[src/rtl/uss_pkg.sv]
package uss_pkg;
  typedef enum logic [2:0] {
    ST_IDLE,
    ST_SCL_LO,
    ST_SCL_HI,
    ST_STOP_BOTH,
    ST_STOP_SDA,
    ST_FIN
  } uss_state_e;
endpackage

[src/rtl/uss_sync.sv]
module uss_sync #(
  parameter int STAGES = 2
) (
  input  logic clk,
  input  logic rst,
  input  logic d_i,
  output logic q_o
);
  generate
    if (STAGES == 0) begin : g_bypass
      assign q_o = d_i;
    end else begin : g_flops
      logic [STAGES-1:0] sh_q;
      always_ff @(posedge clk) begin
        if (rst) sh_q <= '1;
        else     sh_q <= {sh_q[STAGES-2+((STAGES==1)?1:0):0], d_i};
      end
      assign q_o = sh_q[STAGES-1];
    end
  endgenerate
endmodule

[src/rtl/uss_phase_timer.sv]
module uss_phase_timer #(
  parameter int TW = 16
) (
  input  logic          clk,
  input  logic          rst,
  input  logic          load_i,
  input  logic [TW-1:0] half_i,
  output logic          last_o
);
  logic [TW-1:0] cnt_q;

  always_ff @(posedge clk) begin
    if (rst)                   cnt_q <= '0;
    else if (load_i)           cnt_q <= (half_i == '0) ? '0 : half_i - TW'(1);
    else if (cnt_q != '0)      cnt_q <= cnt_q - TW'(1);
  end

  assign last_o = (cnt_q == '0);

  // a freshly loaded phase never exceeds the programmed half-period
  p_load_bound_r3: assert property (@(posedge clk) disable iff (rst)
    load_i |=> (cnt_q < $past(half_i)) || ($past(half_i) == '0));
endmodule

[src/rtl/uss_pulse_ctr.sv]
module uss_pulse_ctr #(
  parameter int MAX_PULSES = 10
) (
  input  logic clk,
  input  logic rst,
  input  logic clr_i,
  input  logic inc_i,
  output logic at_limit_o
);
  localparam int CW = $clog2(MAX_PULSES + 1);
  logic [CW-1:0] cnt_q;

  always_ff @(posedge clk) begin
    if (rst)        cnt_q <= '0;
    else if (clr_i) cnt_q <= '0;
    else if (inc_i) cnt_q <= cnt_q + CW'(1);
  end

  assign at_limit_o = (cnt_q == CW'(MAX_PULSES));

  p_pulse_cap_r5: assert property (@(posedge clk) disable iff (rst)
    cnt_q <= CW'(MAX_PULSES));
  p_no_inc_at_cap_r5: assert property (@(posedge clk) disable iff (rst)
    (at_limit_o && !clr_i) |-> !inc_i);
endmodule

[src/rtl/uss_fsm.sv]
module uss_fsm
  import uss_pkg::*;
(
  input  logic clk,
  input  logic rst,
  input  logic start_i,
  input  logic err_i,
  input  logic sda_s_i,
  input  logic phase_end_i,
  input  logic at_limit_i,
  output logic tmr_load_o,
  output logic cnt_clr_o,
  output logic cnt_inc_o,
  output logic scl_low_o,
  output logic sda_low_o,
  output logic busy_o,
  output logic done_o,
  output logic fail_o
);
  uss_state_e st_q, st_d;
  logic stuck_q, stuck_d;
  logic accept;

  assign accept = (st_q == ST_IDLE) && (start_i || err_i);

  always_comb begin
    st_d      = st_q;
    stuck_d   = stuck_q;
    cnt_clr_o = 1'b0;
    cnt_inc_o = 1'b0;
    unique case (st_q)
      ST_IDLE: begin
        if (accept) begin
          cnt_clr_o = 1'b1;
          stuck_d   = 1'b0;
          st_d      = sda_s_i ? ST_FIN : ST_SCL_LO;
        end
      end
      ST_SCL_LO: begin
        if (phase_end_i) begin
          cnt_inc_o = 1'b1;
          st_d      = ST_SCL_HI;
        end
      end
      ST_SCL_HI: begin
        if (phase_end_i) begin
          if (sda_s_i) begin
            st_d = ST_STOP_BOTH;
          end else if (at_limit_i) begin
            stuck_d = 1'b1;
            st_d    = ST_STOP_BOTH;
          end else begin
            st_d = ST_SCL_LO;
          end
        end
      end
      ST_STOP_BOTH: if (phase_end_i) st_d = ST_STOP_SDA;
      ST_STOP_SDA:  if (phase_end_i) st_d = ST_FIN;
      ST_FIN:       st_d = ST_IDLE;
      default:      st_d = ST_IDLE;
    endcase
  end

  assign tmr_load_o = (st_q == ST_IDLE) || (st_d != st_q);

  always_ff @(posedge clk) begin
    if (rst) begin
      st_q      <= ST_IDLE;
      stuck_q   <= 1'b0;
      scl_low_o <= 1'b0;
      sda_low_o <= 1'b0;
      busy_o    <= 1'b0;
      done_o    <= 1'b0;
      fail_o    <= 1'b0;
    end else begin
      st_q      <= st_d;
      stuck_q   <= stuck_d;
      scl_low_o <= (st_d == ST_SCL_LO) || (st_d == ST_STOP_BOTH);
      sda_low_o <= (st_d == ST_STOP_BOTH) || (st_d == ST_STOP_SDA);
      busy_o    <= (st_d == ST_SCL_LO) || (st_d == ST_SCL_HI) ||
                   (st_d == ST_STOP_BOTH) || (st_d == ST_STOP_SDA);
      done_o    <= (st_d == ST_FIN);
      if (accept || st_d == ST_FIN) fail_o <= stuck_d;
    end
  end

  p_scl_needs_busy_r7: assert property (@(posedge clk) disable iff (rst)
    scl_low_o |-> busy_o);
  p_sda_needs_busy_r7: assert property (@(posedge clk) disable iff (rst)
    sda_low_o |-> busy_o);
  p_sda_grab_scl_low_r6: assert property (@(posedge clk) disable iff (rst)
    $rose(sda_low_o) |-> scl_low_o);
  p_sda_release_done_r6: assert property (@(posedge clk) disable iff (rst)
    $fell(sda_low_o) |-> (done_o && !scl_low_o));
  p_done_single_r8: assert property (@(posedge clk) disable iff (rst)
    done_o |=> !done_o);
  p_done_not_busy_r8: assert property (@(posedge clk) disable iff (rst)
    done_o |-> !busy_o);
  p_fail_at_done_r5: assert property (@(posedge clk) disable iff (rst)
    $rose(fail_o) |-> done_o);
endmodule

[src/rtl/i2c_unstick_seq.sv]
module i2c_unstick_seq #(
  parameter int TW          = 16,
  parameter int MAX_PULSES  = 10,
  parameter int SYNC_STAGES = 2
) (
  input  logic          clk,
  input  logic          rst,
  input  logic          start_i,
  input  logic          err_i,
  input  logic          sda_i,
  input  logic [TW-1:0] half_period_i,
  output logic          scl_low_o,
  output logic          sda_low_o,
  output logic          busy_o,
  output logic          done_o,
  output logic          fail_o
);
  logic sda_s, phase_end, at_limit, tmr_load, cnt_clr, cnt_inc;

  uss_sync #(.STAGES(SYNC_STAGES)) u_sync (
    .clk(clk), .rst(rst), .d_i(sda_i), .q_o(sda_s)
  );

  uss_phase_timer #(.TW(TW)) u_timer (
    .clk(clk), .rst(rst), .load_i(tmr_load), .half_i(half_period_i),
    .last_o(phase_end)
  );

  uss_pulse_ctr #(.MAX_PULSES(MAX_PULSES)) u_pulses (
    .clk(clk), .rst(rst), .clr_i(cnt_clr), .inc_i(cnt_inc),
    .at_limit_o(at_limit)
  );

  uss_fsm u_fsm (
    .clk(clk), .rst(rst), .start_i(start_i), .err_i(err_i),
    .sda_s_i(sda_s), .phase_end_i(phase_end), .at_limit_i(at_limit),
    .tmr_load_o(tmr_load), .cnt_clr_o(cnt_clr), .cnt_inc_o(cnt_inc),
    .scl_low_o(scl_low_o), .sda_low_o(sda_low_o), .busy_o(busy_o),
    .done_o(done_o), .fail_o(fail_o)
  );
endmodule

[config.mk]
export PLATFORM = sky130hd
export DESIGN_NAME = i2c_unstick_seq
export DESIGN_NICKNAME = d
export VERILOG_FILES = /design/src/rtl/uss_pkg.sv /design/src/rtl/uss_sync.sv /design/src/rtl/uss_phase_timer.sv /design/src/rtl/uss_pulse_ctr.sv /design/src/rtl/uss_fsm.sv /design/src/rtl/i2c_unstick_seq.sv
export SDC_FILE = /design/constraint.sdc
export NUM_CORES = 1
export LEC_CHECK = 0
export ABC_AREA = 1
export BUFFER_PORTS_ARGS = -buffer_cell sky130_fd_sc_hd__buf_2
export CORE_UTILIZATION = 45
export DETAILED_ROUTE_END_ITERATION = 8
export PLACE_DENSITY_LB_ADDON = 0.12
export SYNTH_ARGS = -nofsm -noshare
export SYNTH_HDL_FRONTEND = slang
export SYNTH_HIERARCHICAL = 1
export SYNTH_SLANG_ARGS = --single-unit
[constraint.sdc]
create_clock -name clk -period 2.7 [get_ports clk]
set_input_delay 0.405 -clock clk [delete_from_list [all_inputs] [get_ports clk]]
set_output_delay 0.405 -clock clk [all_outputs]
set_load 0.01 [all_outputs]
==> flow_summary.json, run 1 <==
{
  "final_area_um2": 2650,
  "synth_most_common_cell": "nand2_1",
  "yosysTopAreaCell": "dfxtp_1",
  "rows": 25,
  "cts.clk_slew.worst_paths_ps": 70,
  "grt_max_degree": 19,
  "cts_sinks": 31,
  "setup_viol": 0,
  "die_height_um": 73.6,
  "required_ps": 2870,
  "period_needed_ps": 2430,
  "cts_buffers": 5,
  "r2r_slack_ps": 270,
  "dieArea_um2": 5420,
  "detail_route.iter0.violations": 101,
  "slew_headroom": 0.772,
  "grt_overflow": 0,
  "status": "complete, no violations",
  "cts_buffer_depth": 2,
  "synthDistinctLibCells": 30,
  "yosys-top-cells-count": "93 x nand2_1, 63 x nor2_1, 43 x inv_1",
  "place_area_um2": 2520,
  "ys_ff_latch": 31,
  "final_cells": 469,
  "grt_use_total": 0.215,
  "viasPerCell": 4.85,
  "drc_errors": 0,
  "worst_pin_slew_ps": 342,
  "seq_area_frac_synth": 0.269,
  "wire_per_inst_um": 11.1,
  "nets": 427,
  "clock_latency_ps": 280,
  "post-place-cells": 461,
  "hold_buffers": 0,
  "critPathMaxFanout": 7,
  "async_flop_share": 0,
  "routed_wl_um": 5190,
  "holdWs_ps": 305,
  "area_delta_synth_final_pct": 14.9,
  "hpwlAfterDp_um": 4220,
  "grt_pass1_vias": 2045,
  "endpoint_kind": "flip-flop",
  "gp_congestion": 0.912,
  "synth_warnings": 6,
  "fmax_mhz": 412,
  "core_um2": 4820,
  "n_fill_cell": 490,
  "cts_root_buffer": "clkbuf_8",
  "synth_edf_count": 0,
  "rsz0062_at_grt": "no",
  "crit_arrival_ps": 2600,
  "worstPathCellList": "inv_1, ha_1, nand3_1, nor2_4, nand2_2, inv_1, nor2_1, nand3b_4, nand2_2, nand3_1, o21ai_1, nand2_1, inv_2, nand3_4, nand2_2, inv_1, nand2_1, nand2_1",
  "netlist_top_cells_area": "dfxtp_1 27%, nand2_1 15%, nor2_1 10%, inv_1 7.0%, nand3_1 6.1%",
  "worstSetupPathType": "flip-flop to flip-flop",
  "grt_pass1_wl_um": 8880,
  "cpMaxStageDelayCell": "dfxtp_2",
  "synthFlopType": "dfxtp_1",
  "synth_top_area_share": 0.269,
  "syn_area_per_cell_um2": 6.25,
  "antenna_found_initial": 0,
  "netlist_area_um2": 2310,
  "first_pass_iters": 4,
  "hold_viol_final": 0,
  "vdd_ir_drop_max_uv": 227,
  "die_x_um": 73.6,
  "p_per_area_nw_per_um2": 605,
  "routed-via-count": 2273,
  "skew_ps": 6.74,
  "synthesis.nets": 395,
  "tns_ps": 0,
  "initial_core_util": 0.479,
  "synth_cells": 369,
  "cts_tree": "built",
  "h-tree-depth": 2,
  "ios": 26,
  "drive_gt1_frac": 0.209,
  "cp-start-kind": "flip-flop",
  "postRouteAntennaNets": 0,
  "p_leak_nw": 1.35,
  "diodes": 0,
  "slew_viol_final": 0,
  "final_util": 0.550,
  "period_share": 0.899,
  "hold_class": "input pin to flip-flop",
  "cap_violations": 0,
  "port_buffers": 25,
  "slowest_delay_ps": 330
}
state kept, by name, indices dropped and copies added, names as in the netlist:
name / flops
u_fsm/busy_o: 1
u_fsm/done_o: 1
u_fsm/fail_o: 1
u_fsm/scl_low_o: 1
u_fsm/sda_low_o: 1
u_fsm/st_q: 3
u_fsm/stuck_q: 1
u_pulses/cnt_q: 4
u_sync/g_flops.sh_q: 2
u_timer/cnt_q: 16
routing by layer:
layer / routed length, µm / global-route usage
met1: 2450 / 0.260
met3: 144 / 0.0453
met5: 0 / 0
met4: 126 / 0.0919
met2: 2460 / 0.366
per-stage QoR:
| step | setup slack (ps) | power [mW] |
|---|---|---|
| finish | 273 | 1.60 |
| global route | 26.9 | 1.72 |
| CTS | 173 | 1.61 |
| detailed placement | 186 | 1.13 |
| global placement | 216 | 1.14 |
| floorplan | 490 | 0.990 |
logic make-up (layout without fill, tap and decap cells):
family / Yosys count / after routing / synth area share
xor+xnor: 7 / 7 / 0.0266
compound gates: 39 / 39 / 0.0911
fa+ha+maj: 5 / 5 / 0.0271
buf+inv: 52 / 85 / 0.0857
simple gates: 235 / 235 / 0.501
flops: 31 / 31 / 0.269
where the power goes:
part           leakage [nW]  switching (mW)  internal [mW]
sequential            0.256          0.0505          0.515
combinational          1.03           0.365          0.201
clock                0.0612           0.175          0.298
total                  1.35           0.590           1.01
area by class of cell:
type / instances / area [µm²] / share of cell area
inverter: 49 / 186 / 0.0703
sequential: 31 / 622 / 0.235
multi-input combinational: 286 / 1490 / 0.563
clock inverter: 2 / 35.0 / 0.0132
tap: 67 / 83.8 / 0.0316
timing repair buffer: 28 / 148 / 0.0557
clock buffer: 6 / 82.6 / 0.0311
path summary, 6_finish.rpt:
kind | start | endpoint | cells past startpoint
hold reg to reg | u_sync/g_flops.sh_q[0]$_SDFF_PP1_ | u_sync/g_flops.sh_q[1]$_SDFF_PP1_ | 2
setup reg to reg | u_timer/cnt_q[0]$_SDFFE_PP0P_ | u_timer/cnt_q[10]$_SDFFE_PP0P_ | 18
hold / removal | sda_i | u_sync/g_flops.sh_q[0]$_SDFF_PP1_ | 3
setup / recovery | u_timer/cnt_q[0]$_SDFFE_PP0P_ | u_timer/cnt_q[10]$_SDFFE_PP0P_ | 18
cell usage in the layout, fill, tap and decap left out, drive strengths merged:
cell	n
a21o	2
a21oi	20
buf	28
bufinv	1
clkbuf	6
clkinv	1
dfxtp	31
ha	5
inv	49
nand2	102
nand3	33
nand3b	3
nand4	9
nor2	83
nor3	3
nor4	1
o21ai	16
o21bai	1
or2	1
xnor2	2
xor2	5
critical path, delay by kind of cell (launching register included):
family,cells,cell delay (ps)
DFF,1,330
adders and majority gates,1,180
and+or+nand+nor,12,1290
AOI/OAI and AO/OA,1,70
buffers and inverters,4,450
repair_timing:
action                                  in CTS  in global routing
setup buffers                                0                  0
endpoints found under the setup margin       0                 11
gates resized for setup                      0                  4
Power figures use the tool's default switching activity.
==> run 2: changes to the inputs <==
--- a/config.mk
+++ b/config.mk
@@ -8,8 +8,9 @@
 export ABC_AREA = 1
 export BUFFER_PORTS_ARGS = -buffer_cell sky130_fd_sc_hd__buf_2
 export CORE_UTILIZATION = 45
+export CTS_CLUSTER_SIZE = 16
 export DETAILED_ROUTE_END_ITERATION = 8
-export PLACE_DENSITY_LB_ADDON = 0.12
+export PLACE_DENSITY = 0.65
 export SYNTH_ARGS = -nofsm -noshare
 export SYNTH_HDL_FRONTEND = slang
 export SYNTH_HIERARCHICAL = 1
==> run 2 against run 1 <==
Via count rose by 1.1%; non-clock buffer count rose by 1; worst hold slack lost 5.3 ps; first-iteration DRC count fell by 17%; sequential share of layout area is 0.12 points lower; die area unchanged; combinational power up 3%; total power increased by 1.1%; cell count grew 0.21%; utilization up 0.18 points; critical endpoint is now u_timer/cnt_q[7]$_SDFFE_PP0P_; largest power group is now combinational logic; highest routed layer unchanged.
==> flow_summary.json, run 2 (synthesis results as in run 1) <==
{
  "ios": 26,
  "switching_share": 0.372,
  "crit_top_cell": "nand2_1",
  "p_seq_frac": 0.348,
  "grt_max_degree": 19,
  "vdd_ir_drop_max_uv": 228,
  "cts_tree": "built",
  "whs_endpoint": "u_sync/g_flops.sh_q[0]$_SDFF_PP1_",
  "routed_wl_um": 5520,
  "drc_errors": 0,
  "layout_commonest_cell": "nand2_1",
  "pre_cts_slack_ps": 151,
  "final_util": 0.552,
  "slew_viol_final": 0,
  "period_needed_ps": 2440,
  "cp-start-kind": "flip-flop",
  "slew_headroom": 0.757,
  "met3_length_um": 155,
  "diodes": 0,
  "wire_per_inst_um": 11.7,
  "reg_top3": "u_timer/cnt_q (16), u_pulses/cnt_q (4), u_fsm/st_q (3)",
  "top_register": "u_timer/cnt_q",
  "critPathMaxFanout": 10,
  "p_leak_nw": 1.35,
  "hold_class": "input pin to flip-flop",
  "slowest_delay_ps": 340,
  "detail_route.iter0.violations": 84,
  "gp_congestion": 0.922,
  "postCtsResizedCells": 0,
  "wl_met2_um": 2800,
  "fmax_mhz": 409,
  "cts_sinks": 31,
  "rows": 25,
  "status": "complete, no violations",
  "initial_core_util": 0.479,
  "r2r_cells": 19,
  "h-tree-depth": 2,
  "routed-via-count": 2298,
  "clockPowerShare": 0.294,
  "rsz0062_at_grt": "no",
  "comb_power_share": 0.358,
  "holdPathStages": 3,
  "worst_slack_ps": 257,
  "top_layer_used": "met4",
  "grt_pass1_vias": 2087,
  "cts_root_buffer": "clkbuf_8",
  "endpoint_kind": "flip-flop",
  "setup_viol": 0,
  "port_buffers": 25,
  "die_x_um": 73.6,
  "internal_power_mw": 1.02,
  "antenna_found_initial": 0,
  "first_pass_iters": 5,
  "cpMaxStageDelayCell": "dfxtp_1",
  "grt_pass1_wl_um": 9260,
  "cts_buffer_depth": 2,
  "r2r_slack_ps": 260,
  "p_per_area_nw_per_um2": 609,
  "wl_met1_um": 2490,
  "r2r-start": "u_timer/cnt_q[0]$_SDFFE_PP0P_",
  "crit_arrival_ps": 2660,
  "period_share": 0.905,
  "die_height_um": 73.6,
  "hold_start": "sda_i",
  "core_um2": 4820,
  "worstSetupPathType": "flip-flop to flip-flop",
  "viasPerCell": 4.89,
  "rr_endpoint": "u_timer/cnt_q[7]$_SDFFE_PP0P_",
  "skew_ps": 8.07,
  "largest_reg_flops": 16,
  "path_buf_inv": 4,
  "grt_use_total": 0.228,
  "cap_violations": 0,
  "nets": 428,
  "dieArea_um2": 5420,
  "area_delta_synth_final_pct": 15.3,
  "cts_setup_buffers": 0,
  "cts.clk_slew.worst_paths_ps": 70,
  "postRouteAntennaNets": 0,
  "mostFrequentLayoutCells": "93 x nand2_1, 62 x nor2_1, 41 x inv_1",
  "hold_buffers": 0,
  "p_total_mw": 1.62,
  "hpwlAfterDp_um": 4460,
  "tns_ps": 0,
  "crit_family": "simple AND/OR/NAND/NOR gates",
  "p_switching_mw": 0.603,
  "n_fill_cell": 507,
  "drive_gt1_frac": 0.213,
  "worstPathCellList": "inv_1, ha_1, nand3_1, nor2_4, nand2_2, inv_2, nand3_1, nand3b_4, nand2_2, nand3_1, o21ai_1, nand2_1, buf_4, nand2_4, inv_4, nand2_1, nand2_1, nand2_1, nor2_2",
  "cts_buffers": 5,
  "clock_latency_ps": 290,
  "required_ps": 2920,
  "grt_overflow": 0,
  "hold_viol_final": 0,
  "worst_pin_slew_ps": 362
}
==> run 2: through the flow <==
stage | cells | instance area, µm² | hold slack, ps
2_1_floorplan | 369 | 2310 | 387
3_3_place_gp | 462 | 2530 | 415
3_5_place_dp | 462 | 2530 | 416
4_1_cts | 470 | 2650 | 289
5_1_grt | 470 | 2660 | 303
6_report | 470 | 2660 | 299
==> run 2: layout make-up <==
class                   instances  area [µm²]  share of cell area
repair buffers                 29         155              0.0583
well taps                      67        83.8              0.0315
inverters                      49         186              0.0701
clock buffers                   6        82.6              0.0310
multi-input cells             286        1500               0.563
clock inverters                 2        35.0              0.0132
flip-flops and latches         31         621               0.233
==> run 2: metal layers <==
layer / vias to the layer above / GRT usage
met5: - / 0
met4: 0 / 0.0919
met3: 6 / 0.0425
met2: 43 / 0.405
met1: 1020 / 0.269
li1: 1229 / -
==> run 2: how the worst max path moves through the flow <==
stage,startpoint,endpoint,cells after the start
detailed placement,u_timer/cnt_q[0]$_SDFFE_PP0P_,u_timer/cnt_q[7]$_SDFFE_PP0P_,16
CTS,u_timer/cnt_q[0]$_SDFFE_PP0P_,u_timer/cnt_q[7]$_SDFFE_PP0P_,16
finish,u_timer/cnt_q[0]$_SDFFE_PP0P_,u_timer/cnt_q[7]$_SDFFE_PP0P_,19
floorplan,u_timer/cnt_q[0]$_SDFFE_PP0P_,u_timer/cnt_q[5]$_SDFFE_PP0P_,18
global placement,u_timer/cnt_q[4]$_SDFFE_PP0P_,u_timer/cnt_q[4]$_SDFFE_PP0P_,15
global route,u_timer/cnt_q[0]$_SDFFE_PP0P_,u_timer/cnt_q[7]$_SDFFE_PP0P_,19
==> run 2: worst min-delay path: stages <==
cell,delay (ps)
buf_2,70
inv_1,30
nand2_1,40
==> run 2: power groups by stage <==
stage / Combinational [mW] / Sequential, mW / Clock [mW]
2_1_floorplan: 0.417 / 0.573 / 0
3_3_place_gp: 0.575 / 0.573 / 0
3_5_place_dp: 0.571 / 0.575 / 0
4_1_cts: 0.574 / 0.564 / 0.492
5_1_grt: 0.657 / 0.572 / 0.516
6_report: 0.580 / 0.564 / 0.476
==> run 3: changes to the inputs <==
--- a/config.mk
+++ b/config.mk
@@ -7,10 +7,11 @@
 export LEC_CHECK = 0
 export ABC_AREA = 1
 export BUFFER_PORTS_ARGS = -buffer_cell sky130_fd_sc_hd__buf_2
-export CORE_UTILIZATION = 45
+export CAP_MARGIN = 15
+export CORE_UTILIZATION = 59
 export CTS_CLUSTER_SIZE = 16
 export DETAILED_ROUTE_END_ITERATION = 8
-export PLACE_DENSITY = 0.65
+export PLACE_DENSITY = 0.81
 export SYNTH_ARGS = -nofsm -noshare
 export SYNTH_HDL_FRONTEND = slang
 export SYNTH_HIERARCHICAL = 1
==> run 3 against run 2 <==
Sequential share of layout area increased by 0.41 points; die area shrank 23%; non-clock buffer count decreased by 2; utilization up 15 points; critical endpoint is now u_timer/cnt_q[14]$_SDFFE_PP0P_; via count rose by 3.8%; routed wire length down 2.2%; fmax grew 0.78%; combinational power decreased by 1%; sequential power is 0.9% higher; first-iteration DRC count grew to 3.3 times the previous value; critical path depth did not move; worst hold slack lost 12 ps.
==> flow_summary.json, run 3 (synthesis results as in run 1) <==
{
  "antenna_found_initial": 0,
  "routed_wl_um": 5400,
  "slowest_delay_ps": 330,
  "die_x_um": 64.5,
  "whs_endpoint": "u_sync/g_flops.sh_q[0]$_SDFF_PP1_",
  "worstPathCellList": "inv_1, ha_1, nand3_1, nor2_4, nand2_2, inv_2, nor2_1, nand3b_4, nand2_2, nand3_1, o21ai_1, nand2_1, buf_4, nand2_4, inv_4, nand2_1, nand2_1, nand2_1, nor2_1",
  "die_height_um": 64.5,
  "mostFrequentLayoutCells": "93 x nand2_1, 63 x nor2_1, 41 x inv_1",
  "r2r_cells": 19,
  "cts.clk_slew.worst_paths_ps": 70,
  "cts_sinks": 31,
  "cpMaxStageDelayCell": "dfxtp_1",
  "wire_per_inst_um": 12.0,
  "skew_ps": 2.52,
  "rsz0062_at_grt": "no",
  "path_buf_inv": 4,
  "period_needed_ps": 2420,
  "cts_setup_buffers": 0,
  "grt_max_degree": 19,
  "p_leak_nw": 1.34,
  "core_um2": 3720,
  "required_ps": 2870,
  "gp_congestion": 0.894,
  "slew_headroom": 0.761,
  "vdd_ir_drop_max_uv": 333,
  "crit_family": "simple AND/OR/NAND/NOR gates",
  "p_total_mw": 1.62,
  "cap_violations": 0,
  "holdPathStages": 3,
  "dieArea_um2": 4160,
  "nets": 426,
  "grt_pass1_wl_um": 9360,
  "hold_viol_final": 0,
  "crit_arrival_ps": 2590,
  "final_cells": 449,
  "worstSetupPathType": "flip-flop to flip-flop",
  "ios": 26,
  "hpwlAfterDp_um": 4140,
  "rr_endpoint": "u_timer/cnt_q[14]$_SDFFE_PP0P_",
  "postRouteAntennaNets": 0,
  "hold_class": "input pin to flip-flop",
  "largest_reg_flops": 16,
  "first_pass_iters": 4,
  "cts_buffer_depth": 2,
  "cts_root_buffer": "clkbuf_8",
  "tns_ps": 0,
  "routed-via-count": 2386,
  "reg_top3": "u_timer/cnt_q (16), u_pulses/cnt_q (4), u_fsm/st_q (3)",
  "postCtsResizedCells": 0,
  "port_buffers": 25,
  "grt_overflow": 0,
  "clock_latency_ps": 280,
  "cts_buffers": 5,
  "fmax_mhz": 412,
  "crit_top_cell": "nand2_1",
  "period_share": 0.898,
  "layout_commonest_cell": "nand2_1",
  "r2r-start": "u_timer/cnt_q[0]$_SDFFE_PP0P_",
  "slew_viol_final": 0,
  "cp-start-kind": "flip-flop",
  "endpoint_kind": "flip-flop",
  "rows": 22,
  "setup_viol": 0,
  "h-tree-depth": 2,
  "cts_tree": "built",
  "area_delta_synth_final_pct": 13.3,
  "drive_gt1_frac": 0.204,
  "grt_use_total": 0.290,
  "critPathMaxFanout": 10,
  "grt_pass1_vias": 2174,
  "worst_pin_slew_ps": 358,
  "p_per_area_nw_per_um2": 619,
  "hold_buffers": 0,
  "post-place-cells": 441,
  "diodes": 0,
  "initial_core_util": 0.621,
  "r2r_slack_ps": 280,
  "status": "complete, no violations",
  "drc_errors": 0,
  "detail_route.iter0.violations": 273,
  "viasPerCell": 5.31,
  "top_register": "u_timer/cnt_q",
  "hold_start": "sda_i"
}
run 3: cell types whose count changed in the layout (fill, tap and decap cells not counted):
cell | before | now
o21ai_1 | 4 | 5
buf_4 | 4 | 2
nor2_2 | 12 | 11
nand3_1 | 27 | 28
nor2_1 | 62 | 63
nand3_2 | 5 | 4
o21ai_0 | 12 | 11
run 3: power by group:
group	switching, mW	internal [mW]	total [mW]
clock network	0.179	0.298	0.477
registers	0.0543	0.514	0.569
logic	0.374	0.198	0.572
run 3: per-stage QoR:
stage / util / hold slack, ps / setup WS (ps) / area, µm²
after CTS: 0.703 / 281 / 193 / 2610
final: 0.703 / 287 / 276 / 2610
after floorplan: - / 387 / 490 / 2310
after detailed placement: 0.671 / 411 / 219 / 2490
after global routing: 0.703 / 294 / 17.6 / 2610
after global placement: 0.671 / 412 / 268 / 2490
run 3: how the worst max path moves through the flow:
stage	startpoint	end	slack [ps]	cells after the start
after floorplan	u_timer/cnt_q[0]$_SDFFE_PP0P_	u_timer/cnt_q[5]$_SDFFE_PP0P_	490	18
after global placement	u_timer/cnt_q[0]$_SDFFE_PP0P_	u_timer/cnt_q[10]$_SDFFE_PP0P_	270	18
after detailed placement	u_timer/cnt_q[0]$_SDFFE_PP0P_	u_timer/cnt_q[10]$_SDFFE_PP0P_	220	18
after CTS	u_timer/cnt_q[0]$_SDFFE_PP0P_	u_timer/cnt_q[10]$_SDFFE_PP0P_	190	18
after global routing	u_timer/cnt_q[0]$_SDFFE_PP0P_	u_timer/cnt_q[8]$_SDFFE_PP0P_	20	18
final	u_timer/cnt_q[0]$_SDFFE_PP0P_	u_timer/cnt_q[14]$_SDFFE_PP0P_	280	19
run 3: layout make-up:
cell class	instances	area (µm²)
clock buffer	6	82.6
clock inverter	2	35.0
fill	341	1100
inverter	49	186
multi-input combinational	286	1490
sequential	31	621
tap	48	60.1
timing repair buffer	27	140
run 3: worst reg2reg max path, cell delays in order, from the launching register on:
cell	delay (ps)
dfxtp_1	330
inv_1	110
ha_1	190
nand3_1	120
nor2_4	140
nand2_2	110
inv_2	100
nor2_1	60
nand3b_4	160
nand2_2	120
nand3_1	80
o21ai_1	80
nand2_1	90
buf_4	190
nand2_4	120
inv_4	70
nand2_1	80
nand2_1	50
nand2_1	60
nor2_1	40
run 3: layer usage:
metal  GRT usage  up-vias  routed length (µm)
met2       0.433      101                2410
li1            -     1232                   -
met4       0.133        0                 125
met3      0.0739       16                 424
met1       0.390     1037                2440
met5           0        -                   0
